## config.mk

```make
export PLATFORM = sky130hd
export DESIGN_NAME = pipe_hazard_ctrl
export DESIGN_NICKNAME = d
export VERILOG_FILES = /design/src/rtl/phc_pkg.sv /design/src/rtl/phc_hazard.sv /design/src/rtl/phc_pipe.sv /design/src/rtl/phc_retire_ctr.sv /design/src/rtl/pipe_hazard_ctrl.sv
export SDC_FILE = /design/constraint.sdc
export NUM_CORES = 1
export LEC_CHECK = 0
export BUFFER_PORTS_ARGS = -buffer_cell sky130_fd_sc_hd__buf_4
export CAP_MARGIN = 20
export CORE_ASPECT_RATIO = 0.75
export CORE_MARGIN = 1.5
export CORE_UTILIZATION = 56
export CTS_BUF_LIST = sky130_fd_sc_hd__clkbuf_16
export CTS_CLUSTER_SIZE = 30
export DETAILED_ROUTE_END_ITERATION = 12
export GPL_TIMING_DRIVEN = 0
export PLACE_DENSITY = 0.87
export SLEW_MARGIN = 25
export SYNTH_ARGS = -nofsm -noshare
export SYNTH_HDL_FRONTEND = slang
export SYNTH_SLANG_ARGS = --single-unit
export TNS_END_PERCENT = 5
```

## constraint.sdc

```tcl
create_clock -name clk -period 2.3 [get_ports clk]
set_input_delay 0.23 -clock clk [delete_from_list [all_inputs] [get_ports clk]]
set_output_delay 0.23 -clock clk [all_outputs]
set_load 0.1 [all_outputs]
```

## src/rtl/phc_pkg.sv

```systemverilog
package phc_pkg;

  localparam int TAG_W = 8;
  localparam int REG_W = 4;
  localparam int N_ST  = 6;

  // stage order is behaviour: index grows with instruction age
  localparam int ST_FETCH = 0;
  localparam int ST_DEC   = 1;
  localparam int ST_ADDR  = 2;
  localparam int ST_OPND  = 3;
  localparam int ST_EXEC  = 4;
  localparam int ST_WRITE = 5;

  typedef struct packed {
    logic             valid;
    logic [TAG_W-1:0] tag;
    logic [REG_W-1:0] src_a;
    logic [REG_W-1:0] src_b;
    logic [REG_W-1:0] dst;
    logic             wr_reg;
    logic             mem;
    logic             branch;
    logic             taken;
  } slot_t;

  // consumer c needs a register that older producer p has yet to write
  function automatic logic reads_from(slot_t c, slot_t p);
    return c.valid && p.valid && p.wr_reg &&
           ((c.src_a == p.dst) || (c.src_b == p.dst));
  endfunction

  function automatic logic redirects(slot_t s);
    return s.valid && s.branch && s.taken;
  endfunction

  function automatic logic uses_port(slot_t s);
    return s.valid && s.mem;
  endfunction

endpackage

```

## src/rtl/phc_hazard.sv

```systemverilog
module phc_hazard
  import phc_pkg::*;
(
  input  slot_t [N_ST-1:0] stg,
  output logic             flush,
  output logic             port_busy,
  output logic             raw_hit,
  output logic             raw_stall,
  output logic             fetch_ready
);

  logic [ST_WRITE:ST_OPND] hit_vec;
  logic                    unused_fields;

  // compare the address-stage sources against every older writer still in flight
  for (genvar k = ST_OPND; k <= ST_WRITE; k++) begin : g_win
    assign hit_vec[k] = reads_from(stg[ST_ADDR], stg[k]);
  end

  assign raw_hit   = |hit_vec;
  assign flush     = redirects(stg[ST_EXEC]);
  assign port_busy = uses_port(stg[ST_OPND]);

  // a flush outranks both stall sources: the stalled work is being discarded
  assign raw_stall   = raw_hit & ~flush;
  assign fetch_ready = flush | (~raw_stall & ~port_busy);

  assign unused_fields = ^stg;

endmodule

```

## src/rtl/phc_pipe.sv

```systemverilog
module phc_pipe
  import phc_pkg::*;
(
  input  logic             clk,
  input  logic             rst_n,
  input  slot_t            fetch_slot,
  input  logic             fetch_take,
  input  logic             flush,
  input  logic             raw_stall,
  output slot_t [N_ST-1:0] stg
);

  slot_t q [N_ST];

  // fetch stage: loads a new slot or a bubble unless held by a dependency
  always_ff @(posedge clk or negedge rst_n) begin
    if (!rst_n)                  q[ST_FETCH] <= '0;
    else if (flush || !raw_stall) q[ST_FETCH] <= fetch_take ? fetch_slot : '0;
  end

  for (genvar s = 1; s < N_ST; s++) begin : g_stage
    localparam bit SQUASH_IN = (s - 1) <= ST_OPND;
    localparam bit HOLD      = s <= ST_ADDR;
    localparam bit BUBBLE    = s == ST_OPND;

    always_ff @(posedge clk or negedge rst_n) begin
      if (!rst_n)                      q[s] <= '0;
      else if (flush && SQUASH_IN)     q[s] <= '0;
      else if (raw_stall && HOLD)      q[s] <= q[s];
      else if (raw_stall && BUBBLE)    q[s] <= '0;
      else                             q[s] <= q[s-1];
    end
  end

  for (genvar s = 0; s < N_ST; s++) begin : g_out
    assign stg[s] = q[s];
  end

endmodule

```

## src/rtl/phc_retire_ctr.sv

```systemverilog
module phc_retire_ctr #(
  parameter int CNT_W = 16
) (
  input  logic             clk,
  input  logic             rst_n,
  input  logic             bump,
  output logic [CNT_W-1:0] count
);

  always_ff @(posedge clk or negedge rst_n) begin
    if (!rst_n)    count <= '0;
    else if (bump) count <= count + CNT_W'(1);
  end

endmodule

```

## src/rtl/pipe_hazard_ctrl.sv

```systemverilog
module pipe_hazard_ctrl
  import phc_pkg::*;
#(
  parameter int CNT_W = 16
) (
  input  logic                  clk,
  input  logic                  rst_n,
  input  logic                  in_valid,
  input  logic [TAG_W-1:0]      in_tag,
  input  logic [REG_W-1:0]      in_src_a,
  input  logic [REG_W-1:0]      in_src_b,
  input  logic [REG_W-1:0]      in_dst,
  input  logic                  in_wr_reg,
  input  logic                  in_mem,
  input  logic                  in_branch,
  input  logic                  in_taken,
  output logic                  fetch_ready,
  output logic                  flush,
  output logic                  raw_stall,
  output logic                  port_busy,
  output logic [N_ST-1:0]       stage_valid,
  output logic [N_ST*TAG_W-1:0] stage_tags,
  output logic                  retire_valid,
  output logic [TAG_W-1:0]      retire_tag,
  output logic [CNT_W-1:0]      done_count
);

  slot_t            fetch_slot;
  slot_t [N_ST-1:0] stg;
  logic             raw_hit;
  logic             fetch_take;

  always_comb begin
    fetch_slot.valid  = in_valid;
    fetch_slot.tag    = in_tag;
    fetch_slot.src_a  = in_src_a;
    fetch_slot.src_b  = in_src_b;
    fetch_slot.dst    = in_dst;
    fetch_slot.wr_reg = in_wr_reg;
    fetch_slot.mem    = in_mem;
    fetch_slot.branch = in_branch;
    fetch_slot.taken  = in_taken;
  end

  phc_hazard u_hz (
    .stg         (stg),
    .flush       (flush),
    .port_busy   (port_busy),
    .raw_hit     (raw_hit),
    .raw_stall   (raw_stall),
    .fetch_ready (fetch_ready)
  );

  assign fetch_take = in_valid & fetch_ready;

  phc_pipe u_pipe (
    .clk        (clk),
    .rst_n      (rst_n),
    .fetch_slot (fetch_slot),
    .fetch_take (fetch_take),
    .flush      (flush),
    .raw_stall  (raw_stall),
    .stg        (stg)
  );

  phc_retire_ctr #(.CNT_W(CNT_W)) u_cnt (
    .clk   (clk),
    .rst_n (rst_n),
    .bump  (stg[ST_WRITE].valid),
    .count (done_count)
  );

  for (genvar s = 0; s < N_ST; s++) begin : g_view
    assign stage_valid[s]                 = stg[s].valid;
    assign stage_tags[s*TAG_W +: TAG_W]   = stg[s].tag;
  end

  assign retire_valid = stg[ST_WRITE].valid;
  assign retire_tag   = stg[ST_WRITE].tag;

endmodule

```

After elaboration in Yosys (flattened, before gate mapping)
Index checks and enable logic that the tools add are counted.
Storage, ports and cells
  input bits: 27
  register bits after elaboration: 146
  logic and storage cells: 88
  output and inout bits: 83
Operators by class
  bitwise gates (word level): 7
  multiplexer cells: 8
  $add $sub $neg: 1
  equal/unequal tests: 7
  reduce and logical (&&, ||, !) cells: 18
Operator list (number)
  $mux W25: 8
  $eq A4 B4 Y1: 6
  $add A16 B1 Y16 const B: 1
  $logic_and A1 B1 Y1: 12
  $logic_or A1 B1 Y1: 4
  $and A1 B1 Y1: 3
  $not A1 Y1: 3
  $reduce_or A3 Y1: 1
  $ne A2 B1 Y1 const B: 1
  $logic_not A1 Y1: 1
  $or A1 B1 Y1: 1

Logic depth before layout (Yosys ltp)
Gate-level depths: netlist of run 1.
  depth in word-level cells: 10
  depth in mapped cells: 7
  gate-level depth less buffers: 5

Modules after synthesis
Synthesis of run 1 repeated with hierarchy kept, for this count alone.
Second synthesis, totals
  cell total of the unflattened synthesis: 508
  area total of the unflattened synthesis: 6426.2 um2
Modules (own cells, without submodules)
  phc_pipe: cells each 404, area an instance 5342.6 um2, times used 1, sequential area each 3753.6 um2
  phc_retire_ctr: cells each 56, area an instance 695.7 um2, times used 1, sequential area each 400.4 um2
  phc_hazard: cells each 38, area an instance 314.1 um2, times used 1, sequential area each 0.0 um2
  pipe_hazard_ctrl: cells each 10, area an instance 73.8 um2, times used 1, sequential area each 0.0 um2

Least setup slack after synthesis of run 1
OpenSTA, ideal clock, no wires.
  path kind: flip-flop to output port
  from: reg u_pipe.q (netlist bit u_pipe.stg[149])
  to: out fetch_ready
  stages on the path, launching flop included: 5
  arrival time: 4354 ps
  data required time: 2070 ps
  setup slack: -2284 ps
  buffers on the path: 1
  cell sequence: dfrtp_1 > clkbuf_1 > nand3_1 > a21oi_2 > o41ai_1
Between the ends
  longest elaborated chain between the ends: 8
Ends and longest elaborated chain
  from (decl): line phc_pipe.sv:13  | slot_t q [N_ST];
  from (signal, indexed assignment): line phc_pipe.sv:29  | else if (raw_stall && HOLD) q[s] <= q[s];
  from (signal, indexed assignment): line phc_pipe.sv:31  | else q[s] <= q[s-1];
  $logic_and A1 B1 Y1 (3 in series): line phc_pkg.sv:29  | return c.valid && p.valid && p.wr_reg &&
  $reduce_or A3 Y1: line phc_hazard.sv:20  | assign raw_hit = |hit_vec;
  $and A1 B1 Y1: line phc_hazard.sv:25  | assign raw_stall = raw_hit & ~flush;
  $not A1 Y1: line phc_hazard.sv:26  | assign fetch_ready = flush | (~raw_stall & ~port_busy);
  $and A1 B1 Y1: line phc_hazard.sv:26
  $or A1 B1 Y1: line phc_hazard.sv:26
  to (decl): line pipe_hazard_ctrl.sv:17  | output logic fetch_ready,
No other way between the ends.

Final worst setup path of run 1
  from: reg u_pipe.q (netlist bit u_pipe.stg[60])
  to: out fetch_ready
Between the ends
  longest elaborated chain between the ends: 8
Ends and longest elaborated chain
  $eq A4 B4 Y1: line phc_pkg.sv:30  | ((c.src_a == p.dst) || (c.src_b == p.dst));
  $logic_or A1 B1 Y1: line phc_pkg.sv:30
  $logic_and A1 B1 Y1: line phc_pkg.sv:29
  $reduce_or A3 Y1 *: line phc_hazard.sv:20
  $and A1 B1 Y1 *: line phc_hazard.sv:25
  $not A1 Y1 *: line phc_hazard.sv:26
  $and A1 B1 Y1 *: line phc_hazard.sv:26
  $or A1 B1 Y1 *: line phc_hazard.sv:26
Every way passes the cells marked *; elsewhere a longest branch is shown, timed or not.

==> impl_results.md, run 1 <==
* Status: finished clean
* Hold slack at 0.0597 ns
* Setup TNS at 0 ns
* Initial Utilization at 0.585
* WP data arrival at 2.07 ns
* CTS clk-pin slew, worst paths at 0.06 ns
* Detailed Routing Iterations Pass 1 at 5
* Yosys top cell by area: dfrtp_1
* P&R area growth vs syn at 28.6%
* Routability Congestion at 0.797
* Synthesized Nets at 567
* Setup Skew at 0.00663 ns
* Synth Area in Compound Gates at 0.00839
* Crit share post-route at 0.998
* Seq cells post-synth at 138
* Die area at 11,600 um2
* Post-Place Cells at 785
* Maxcap violations at 0
* Final WL at 13,100 um
* H-tree levels at 4
* Final Non-Filler Cells at 824
* CP max FO at 4
* Synth Instances at 539
* Chip Height at 93.5 um
* Skew-Pair Late Insertion Delay at 0.42 ns
* Met2 usage at 0.380
* Most used cell, CP: buf_6
* Sequential area share after synthesis at 0.565
* Row count at 32
* Grt met1 use at 0.333
* Final hold vios at 0
* Slew Limit Fails at 0
* Initial antenna violation count at 0
* FMAX at 436 MHz
* Vias in the first global route at 4,235
* Startpoint Class: flop
* Largest family of logic cells by synthesized area: simple AND/OR/NAND/NOR gates
* Fraction of synthesized area in multiplexers at 0.123
* Fin crit period at 2.30 ns
* Overflow after GRT at 0
* Yosys cell types at 25
* Io pins at 110
* Final HPWL DP at 8990 um
* Starting DRC count in detailed routing at 281
* WL/cell at 15.9 um
* Crit Path Category: flop to output pin
* Synth Area in XOR/XNOR at 0.0559
* Busiest grt layer: met2
* Antenna Cells at 0
* Largest net degree at the start of global routing at 96
* Max-slew headroom at 0.486
* Layout cell share with drive strength beyond 1 at 0.350
* Syn_area_per_cell at 11.3 um2
* Clock tree buffer depth at 2
* M3 GR Usage at 0.0634
* Fin area at 7860 um2
* Number of I/O port buffers at 109
* CP cell instances: xnor2_2 -> nand4_1 -> a21oi_4 -> buf_6 -> o41ai_4 -> buf_6
* CP required at 2.07 ns
* Endpoint type of the worst setup path: output pin
* Worst Tran Pin Value at 0.769 ns
* Slowest stage cell, crit path: dfrtp_2
* CTS root buf: clkbuf_16
* Area contributors post-synth: dfrtp_1, mux2i_1, buf_4
* Die W at 124 um
* Core Area at 10,500 um2
* Yosys top cell area share at 0.565
* CP delay by family, top: flip-flops
* Post-synthesis simple-gate area fraction at 0.124
* Hold Crit Class: input pin to flop
* CTS tree: done
* Vias per cell at 5.06
* Syn. warnings at 0
* Synthesized-area fraction occupied by adder cells at 0.00205
* CTS Sinks at 138
* TritonCTS Buffers at 17
* Total GRT Usage at 0.245
* CP Buf/Inv Count at 2
* Residual DRC count at 0
* Post-route ant nets at 0
* Final #Nets at 703
* Post-Syn Area at 6110 um2
* # fillers at 697
* First-pass GRT wire length at 21,000 um
* Via count at 4,168
* CP peak stage delay at 0.47 ns
* DP Area at 7190 um2
* Final setup vio count at 0
* Unrepaired setup endpoints after global routing: yes
-- layout make-up --
cell class	count	area, um2	share of cell area
Buffer	86	627	0.0798
Clock buffer	17	425	0.0541
Clock inverter	15	93.8	0.0119
Inverter	28	109	0.0138
Multi-Input combinational cell	286	2030	0.258
Sequential cell	138	3470	0.441
Tap cell	136	170	0.0216
Timing Repair Buffer	118	940	0.120
-- kinds of logic after synthesis --
logic type,Yosys count
DFF,138
buffers and inverters,115
and+or+nand+nor,164
adders and majority gates,1
muxes,75
xor gates and xnor gates,39
AOI/OAI and AO/OA,7
-- synth_stat cells (all sizes together) --
master / instances
inv: 28
and2: 18
o31ai: 1
a21boi: 1
xor2: 3
nand2: 102
a21oi: 4
o41ai: 1
mux2i: 73
nor2: 2
mux2: 2
and3: 20
dfrtp: 138
nand4: 8
nand3: 12
clkbuf: 15
xnor2: 36
nor3: 2
ha: 1
buf: 72
-- per-layer routing --
layer,part of all wire,vias up
met4,0.015,0
met5,0,-
li1,-,1955
met2,0.46,164
met3,0.070,18
met1,0.45,2031
-- cell usage in the layout (no fill, tap or decap), types with 2 or more instances in the layout --
| cell type | count |
|---|---|
| a21oi_4 | 3 |
| and2_1 | 18 |
| and3_1 | 20 |
| buf_12 | 2 |
| buf_4 | 176 |
| buf_6 | 7 |
| clkbuf_1 | 12 |
| clkbuf_16 | 17 |
| clkbuf_2 | 2 |
| clkinv_1 | 4 |
| clkinv_2 | 6 |
| clkinvlp_4 | 2 |
| dfrtp_1 | 128 |
| dfrtp_2 | 9 |
| inv_1 | 30 |
| mux2_2 | 2 |
| mux2i_1 | 73 |
| nand2_1 | 102 |
| nand3_1 | 11 |
| nand4_1 | 8 |
| nor2_1 | 2 |
| xnor2_1 | 31 |
| xnor2_2 | 5 |
| xor2_1 | 3 |
-- flip-flops by register name, indices dropped and copies added, names as in the netlist --
register,cells
u_pipe.stg,122
u_cnt.count,16
-- worst min-delay path: cells and delay by family --
family,cells,cell delay [ns]
muxes,1,0.06
buffers and inverters,1,0.11
and+or+nand+nor,1,0.05
-- through the flow --
stage / util / setup slack, ns
2_1_floorplan: - / -0.0430
3_3_place_gp: 0.685 / 0.0102
3_5_place_dp: 0.688 / -0.0784
4_1_cts: 0.748 / -0.0211
5_1_grt: 0.752 / -0.0454
6_report: 0.752 / 0.00482
-- repair_timing --
item	in CTS	in global routing
setup buffers	5	2
hold buffers	1	0
resized for setup	21	6
setup endpoints to repair	3	2
endpoints found under the hold margin	43	0
pin swaps	6	10
-- path summary, 6_finish.rpt --
path,slack [ns],cells after the start,start,to
max,0.005,6,u_pipe.stg[60],fetch_ready
min,0.06,3,in_tag[4],u_pipe.stg[20]
max reg2reg,0.22,9,u_pipe.stg[65],u_pipe.stg[46]
min in group asynchronous,0.30,2,rst_n,u_cnt.count[15]
max in group asynchronous,1.19,3,rst_n,u_pipe.stg[63]
min reg2reg,0.38,0,u_pipe.stg[123],u_pipe.stg[148]
Power of run 1 is left out: the tool's default activity adds up to more than one toggle a clock period on the data nets, which glitch-free logic cannot reach.
==> run 2: changes to the inputs <==
Settings changed: ABC_AREA set to 1, CAP_MARGIN 20 to 10.
==> run 2 against run 1 <==
  * Sequential share of layout area fell by 1.0 points
  * Count of clock-buffer cells in the layout did not move
  * Design area up 2.0%
  * Register-to-register slack better by 0.11 ns
  * Largest cell class unchanged
==> impl_results.md, run 2 <==
* Status: finished clean (unchanged)
* Vias per cell at 4.84 (was 5.06)
* WL/cell at 13.7 um (was 15.9 um)
* Worst Tran Pin Value at 0.659 ns (was 0.769 ns)
* Register Area at 3460 um2 (was 3470 um2)
* Final worst slack at 0.0916 ns (was 0.00482 ns)
* CTS Sinks at 138 (unchanged)
* Worst r2r dst: u_cnt.count[13] (was u_pipe.stg[46])
* Critical path startpoint: u_pipe.stg[124] (was u_pipe.stg[60])
* Final WL at 14,200 um (was 13,100 um)
* CP max FO at 10 (was 4)
* EDFF count, synth at 0 (unchanged)
* Commonest non-fill, non-tap cell in the layout: nand2_1 (was buf_4)
* Commonest non-fill, non-tap cells in the layout: nand2_1, buf_4, dfrtp_1, inv_1, nor2_1 (was buf_4, dfrtp_1, nand2_1, mux2i_1, xnor2_1)
* Worst setup path end: fetch_ready (unchanged)
* Die area at 11,900 um2 (was 11,600 um2)
* Synthesized Nets at 778 (was 567)
* Core Area at 10,900 um2 (was 10,500 um2)
* Core Util, Final at 0.733 (was 0.752)
* Pre-CTS setup slack at 0.154 ns (was -0.0784 ns)
* Most common cell in the netlist: nand2_1 (was dfrtp_1)
* Antenna Cells at 0 (unchanged)
* TritonCTS Buffers at 17 (unchanged)
* Vias in the first global route at 4,848 (was 4,235)
* Final setup vio count at 0 (unchanged)
* Syn. warnings at 0 (unchanged)
* Via count at 5,014 (was 4,168)
* CP cell instances: nand3_1 -> buf_2 -> clkbuf_2 -> o21ai_4 -> buf_12 (was xnor2_2 -> nand4_1 -> a21oi_4 -> buf_6 -> o41ai_4 -> buf_6)
* CTS root buf: clkbuf_16 (unchanged)
* Flop-to-flop setup slack at 0.33 ns (was 0.22 ns)
* Maxcap violations at 0 (unchanged)
* Chip Height at 94.8 um (was 93.5 um)
* Area contributors post-synth: dfrtp_1, nand2_1, buf_4 (was dfrtp_1, mux2i_1, buf_4)
* CP required at 2.07 ns (about the same)
* Final #Nets at 912 (was 703)
* WP data arrival at 1.98 ns (was 2.07 ns)
* Overflow after GRT at 0 (unchanged)
* P&R area growth vs syn at 27.5% (was 28.6%)
* Most frequently used flop master after synthesis: dfrtp_1 (unchanged)
* Crit Path Category: flop to output pin (unchanged)
* Commonest cells post-synth: nand2_1, dfrtp_1, inv_1, nor2_1, buf_4 (was dfrtp_1, nand2_1, mux2i_1, buf_4, xnor2_1)
* Yosys cell types at 25 (unchanged)
* Skew-Pair Late Insertion Delay at 0.42 ns (about the same)
* Total GRT Usage at 0.250 (was 0.245)
* Final hold vios at 0 (unchanged)
* Clock tree buffer depth at 2 (unchanged)
* CTS clk-pin slew, worst paths at 0.06 ns (about the same)
* Startpoint Class: flop (unchanged)
* CTS tree: done (unchanged)
* FMAX at 453 MHz (was 436 MHz)
* Post-Place Cells at 999 (was 785)
* Starting DRC count in detailed routing at 269 (was 281)
* Io pins at 110 (unchanged)
* Routability Congestion at 0.841 (was 0.797)
* Row count at 33 (was 32)
* Number of I/O port buffers at 108 (was 109)
* CP Buf/Inv Count at 3 (was 2)
* Residual DRC count at 0 (unchanged)
* Largest net degree at the start of global routing at 86 (was 96)
* Die W at 125 um (was 124 um)
* Final Non-Filler Cells at 1,037 (was 824)
* Crit share post-route at 0.960 (was 0.998)
* Slew Limit Fails at 0 (unchanged)
* Sequential area share after synthesis at 0.549 (was 0.565)
* Asr flop ratio synth at 1.00 (unchanged)
* Max-slew headroom at 0.561 (was 0.486)
* Max FFs per register at 122 (unchanged)
* First-pass GRT wire length at 23,100 um (was 21,000 um)
* Post-route ant nets at 0 (unchanged)
* Area of the multi-input gates at 1760 um2 (was 2030 um2)
* RR Startpoint: u_pipe.stg[149] (was u_pipe.stg[65])
* Initial antenna violation count at 0 (unchanged)
* Layout cell share with drive strength beyond 1 at 0.270 (was 0.350)
* Detailed Routing Iterations Pass 1 at 5 (unchanged)
* Fin area at 8020 um2 (was 7860 um2)
* Endpoint type of the worst setup path: output pin (unchanged)
* CP delay by family, top: buffers and inverters (was flip-flops)
* # fillers at 752 (was 697)
* Critical Path Stages at 5 (was 6)
* Setup Skew at 0.0117 ns (was 0.00663 ns)
* Final HPWL DP at 9640 um (was 8990 um)
* Synth Instances at 750 (was 539)
* Yosys top cell by area: dfrtp_1 (unchanged)
* Hold Crit Class: input pin to flop (unchanged)
* Syn_area_per_cell at 8.38 um2 (was 11.3 um2)
* Post-Syn Area at 6290 um2 (was 6110 um2)
* Yosys top cell area share at 0.549 (was 0.565)
* Hold path cells at 3 (unchanged)
* CP peak stage delay at 0.42 ns (was 0.47 ns)
* Seq cells post-synth at 138 (unchanged)
* Reg2reg path depth at 6 (was 9)
* Fin crit period at 2.21 ns (was 2.30 ns)
* DP Area at 7320 um2 (was 7190 um2)
* Initial Utilization at 0.575 (was 0.585)
* Slowest stage cell, crit path: dfrtp_1 (was dfrtp_2)
* H-tree levels at 4 (unchanged)
run 2: cell types whose count changed after synthesis, sizes merged, moves of 6 or more:
cell	previous run	this run
and2	18	0
inv	28	131
nand3	12	5
nand4	8	29
o21ai	0	45
mux2i	73	0
and3	20	1
buf	72	78
nor2	2	80
xor2	3	13
xnor2	36	3
nand2	102	213
run 2: through the flow:
| stage | setup TNS (ns) | hold slack, ns |
|---|---|---|
| 6_report | 0 | 0.0574 |
| 5_1_grt | -0.00210 | 0.0589 |
| 4_1_cts | -0.0531 | 0.0483 |
| 3_5_place_dp | 0 | 0.264 |
| 2_1_floorplan | -0.0479 | -0.0656 |
| 3_3_place_gp | 0 | 0.356 |
run 2: final cells by class:
cell class | instances | area share
flip-flops and latches | 138 | 0.431
multi-input cells | 393 | 0.219
repair buffers | 118 | 0.117
plain buffers | 85 | 0.0737
inverters | 131 | 0.0632
clock buffers | 17 | 0.0531
well taps | 140 | 0.0219
clock inverters | 15 | 0.0203
run 2: tightest hold or removal path, cell delays in order:
cell and delay [ns]:
buf_4 0.08, nand4_1 0.08, nand2_1 0.06
run 2: routing by layer:
metal | routed length, um | global-route usage | part of all wire | up-vias
li1 | - | - | - | 2451
met1 | 6180 | 0.324 | 0.43 | 2356
met2 | 6970 | 0.423 | 0.49 | 180
met3 | 774 | 0.0555 | 0.054 | 27
met4 | 301 | 0.0852 | 0.021 | 0
met5 | 0 | 0 | 0 | -
run 2: cells by family (layout without fill, tap and decap cells):
| kind of cell | count (synthesis) | after routing | synth area share |
|---|---|---|---|
| mux | 1 | 1 | 0.00179 |
| xor+xnor | 16 | 16 | 0.0223 |
| flops | 138 | 138 | 0.549 |
| simple gates | 330 | 330 | 0.214 |
| buf+inv | 219 | 366 | 0.175 |
| fa+ha+maj | 1 | 1 | 0.00199 |
| compound gates | 45 | 45 | 0.0358 |
run 2: worst min-delay path by stage:
stage / endpoint / startpoint
5_1_grt: u_pipe.stg[21] / in_tag[5]
6_report: u_pipe.stg[21] / in_tag[5]
4_1_cts: u_pipe.stg[21] / in_tag[5]
2_1_floorplan: u_cnt.count[0] / rst_n
3_3_place_gp: u_pipe.stg[147] / u_pipe.stg[122]
3_5_place_dp: u_pipe.stg[20] / rst_n
run 2: repair_timing:
item	in CTS	in global routing
hold buffers	1	0
hold endpoints to repair	84	0
buffers inserted	0	8
pin swaps	1	1
cloned	0	0
setup endpoints to repair	3	2
resized for setup	11	8
Power of run 2 is left out for the same reason.
==> run 3: changes to the inputs <==
Settings changed: RECOVER_POWER set to 50, REMOVE_ABC_BUFFERS set to 1.
==> run 3 against run 2 <==
  * Cell count shrank 8.2%
  * The run now ends with max-capacitance violations left
  * Critical path type unchanged
  * Worst hold slack improved by 0.0069 ns
  * Largest cell class unchanged
  * Critical path depth is 5 higher
  * Global-route usage fell by 0.42 points
  * Core utilization fell by 5.6 points
  * Register-to-register slack lost 0.23 ns
  * Count of clock-buffer cells in the layout unchanged
  * Routed wire length up 0.20%
==> impl_results.md, run 3 (synthesis gave the netlist of run 2 again) <==
* Final hold vios at 0 (unchanged)
* Flop-to-flop setup slack at 0.10 ns (was 0.33 ns)
* Final worst slack at 0.0254 ns (was 0.0916 ns)
* Crit Path Category: flop to output pin (unchanged)
* TritonCTS Buffers at 17 (unchanged)
* Hold slack at 0.0643 ns (was 0.0574 ns)
* Status: complete, but fails checks (was finished clean)
* Chip Height at 94.8 um (unchanged)
* Max-slew headroom at 0.00548 (was 0.561)
* Worst r2r dst: u_pipe.stg[65] (was u_cnt.count[13])
* Final HPWL DP at 7860 um (was 9640 um)
* First-pass GRT wire length at 22,700 um (was 23,100 um)
* CP required at 2.07 ns (about the same)
* Endpoint type of the worst setup path: output pin (unchanged)
* Final WL at 14,300 um (was 14,200 um)
* Pre-CTS setup slack at -0.879 ns (was 0.154 ns)
* Clock tree buffer depth at 2 (unchanged)
* P&R area growth vs syn at 17.7% (was 27.5%)
* Skew-Pair Late Insertion Delay at 0.41 ns (was 0.42 ns)
* CTS tree: done (unchanged)
* CP max FO at 4 (was 10)
* Io pins at 110 (unchanged)
* Row count at 33 (unchanged)
* Worst Tran Pin Value at 1.49 ns (was 0.659 ns)
* Detailed Routing Iterations Pass 1 at 5 (unchanged)
* Die W at 125 um (unchanged)
* Worst Hold End: u_pipe.stg[5] (was u_pipe.stg[21])
* Vias per cell at 5.13 (was 4.84)
* Vias in the first global route at 4,683 (was 4,848)
* FMAX at 440 MHz (was 453 MHz)
* Die area at 11,900 um2 (unchanged)
* Unrepaired setup endpoints after global routing: yes
* Crit share post-route at 0.989 (was 0.960)
* Final #Nets at 832 (was 912)
* CTS clk-pin slew, worst paths at 0.05 ns (was 0.06 ns)
* WP data arrival at 2.04 ns (was 1.98 ns)
* Max FFs per register at 122 (unchanged)
* RR Startpoint: u_pipe.stg[65] (was u_pipe.stg[149])
* Residual DRC count at 0 (unchanged)
* Initial antenna violation count at 0 (unchanged)
* Hold path cells at 3 (unchanged)
* Setup Skew at 0.00783 ns (was 0.0117 ns)
* Reg2reg path depth at 12 (was 6)
* Startpoint Class: flop (unchanged)
* Via count at 4,888 (was 5,014)
* Core Area at 10,900 um2 (unchanged)
* CTS root buf: clkbuf_16 (unchanged)
* Routability Congestion at 0.855 (was 0.841)
* Post-route ant nets at 0 (unchanged)
* Min-delay src: in_dst[1] (was in_tag[5])
* Critical path startpoint: u_pipe.stg[65] (was u_pipe.stg[124])
* Commonest non-fill, non-tap cells in the layout: nand2_1, dfrtp_1, inv_1, buf_4, nor2_1 (was nand2_1, buf_4, dfrtp_1, inv_1, nor2_1)
* Initial Utilization at 0.575 (unchanged)
* CTS Sinks at 138 (unchanged)
* Number of I/O port buffers at 109 (was 108)
* Final setup vio count at 0 (unchanged)
* Layout cell share with drive strength beyond 1 at 0.188 (was 0.270)
* Failing checks: max-capacitance violations
* Total GRT Usage at 0.246 (was 0.250)
* Largest net degree at the start of global routing at 80 (was 86)
* H-tree levels at 4 (unchanged)
* Hold Crit Class: input pin to flop (unchanged)
* Overflow after GRT at 0 (unchanged)
* Antenna Cells at 0 (unchanged)
* WL/cell at 15.0 um (was 13.7 um)
* Slew Limit Fails at 0 (unchanged)
* Commonest non-fill, non-tap cell in the layout: nand2_1 (unchanged)
* Starting DRC count in detailed routing at 412 (was 269)
* Maxcap violations at 1 (was 0)
* Fin crit period at 2.27 ns (was 2.21 ns)
run 3: cell count changes in the layout (fill, tap and decap cells not counted), moves of 4 or more:
cell and change:
clkinv_1 +4, buf_2 -6, nand2_4 +4, inv_6 -4, buf_4 -75
run 3: timing repair:
action | CTS | global route
cloned | 5 | 0
endpoints found under the hold margin | 59 | 0
resized for setup | 19 | 8
hold buffers | 1 | 0
buffers inserted | 5 | 1
endpoints found under the setup margin | 60 | 19
pin swaps | 3 | 1
run 3: layout make-up:
type	count	area (um2)
Timing Repair Buffer	118	916
Fill cell	801	3540
Tap cell	140	175
Sequential cell	138	3450
Clock inverter	10	66.3
Clock buffer	17	425
Timing Repair inverter	1	8.76
Inverter	131	513
Multi-Input combinational cell	397	1840
run 3: worst max path at each step:
stage	slack, ns	cells after the start	endpoint
after global placement	-1.60	4	raw_stall
final	0.03	10	fetch_ready
after detailed placement	-0.88	11	raw_stall
after floorplan	-2.18	7	u_pipe.stg[24]
after global routing	-0.04	10	fetch_ready
after CTS	0.03	10	fetch_ready
run 3: critical path, cell delays in order (launching register included):
cell	delay, ns
dfrtp_1	0.42
inv_2	0.12
nand2_1	0.07
nand2_1	0.07
nor2_1	0.05
nand2_1	0.07
nand2_1	0.09
nand2_4	0.13
nand3_4	0.17
o21ai_4	0.24
buf_12	0.20
run 3: metal layers:
layer,track usage,share of wire,vias to the layer above
met5,0,0,-
met2,0.403,0.48,231
li1,-,-,2296
met3,0.0544,0.072,23
met1,0.320,0.43,2338
met4,0.108,0.017,0
run 3: stage by stage:
stage,TNS [ns],instance area (um2),util,std cells
after CTS,0,7410,0.677,951
after global routing,-1.36,7400,0.676,952
after global placement,-101.72,6670,0.610,911
final,0,7400,0.676,952
after detailed placement,-28.60,6740,0.616,913
after floorplan,-95.54,5680,-,662
Power of run 3 is left out for the same reason.
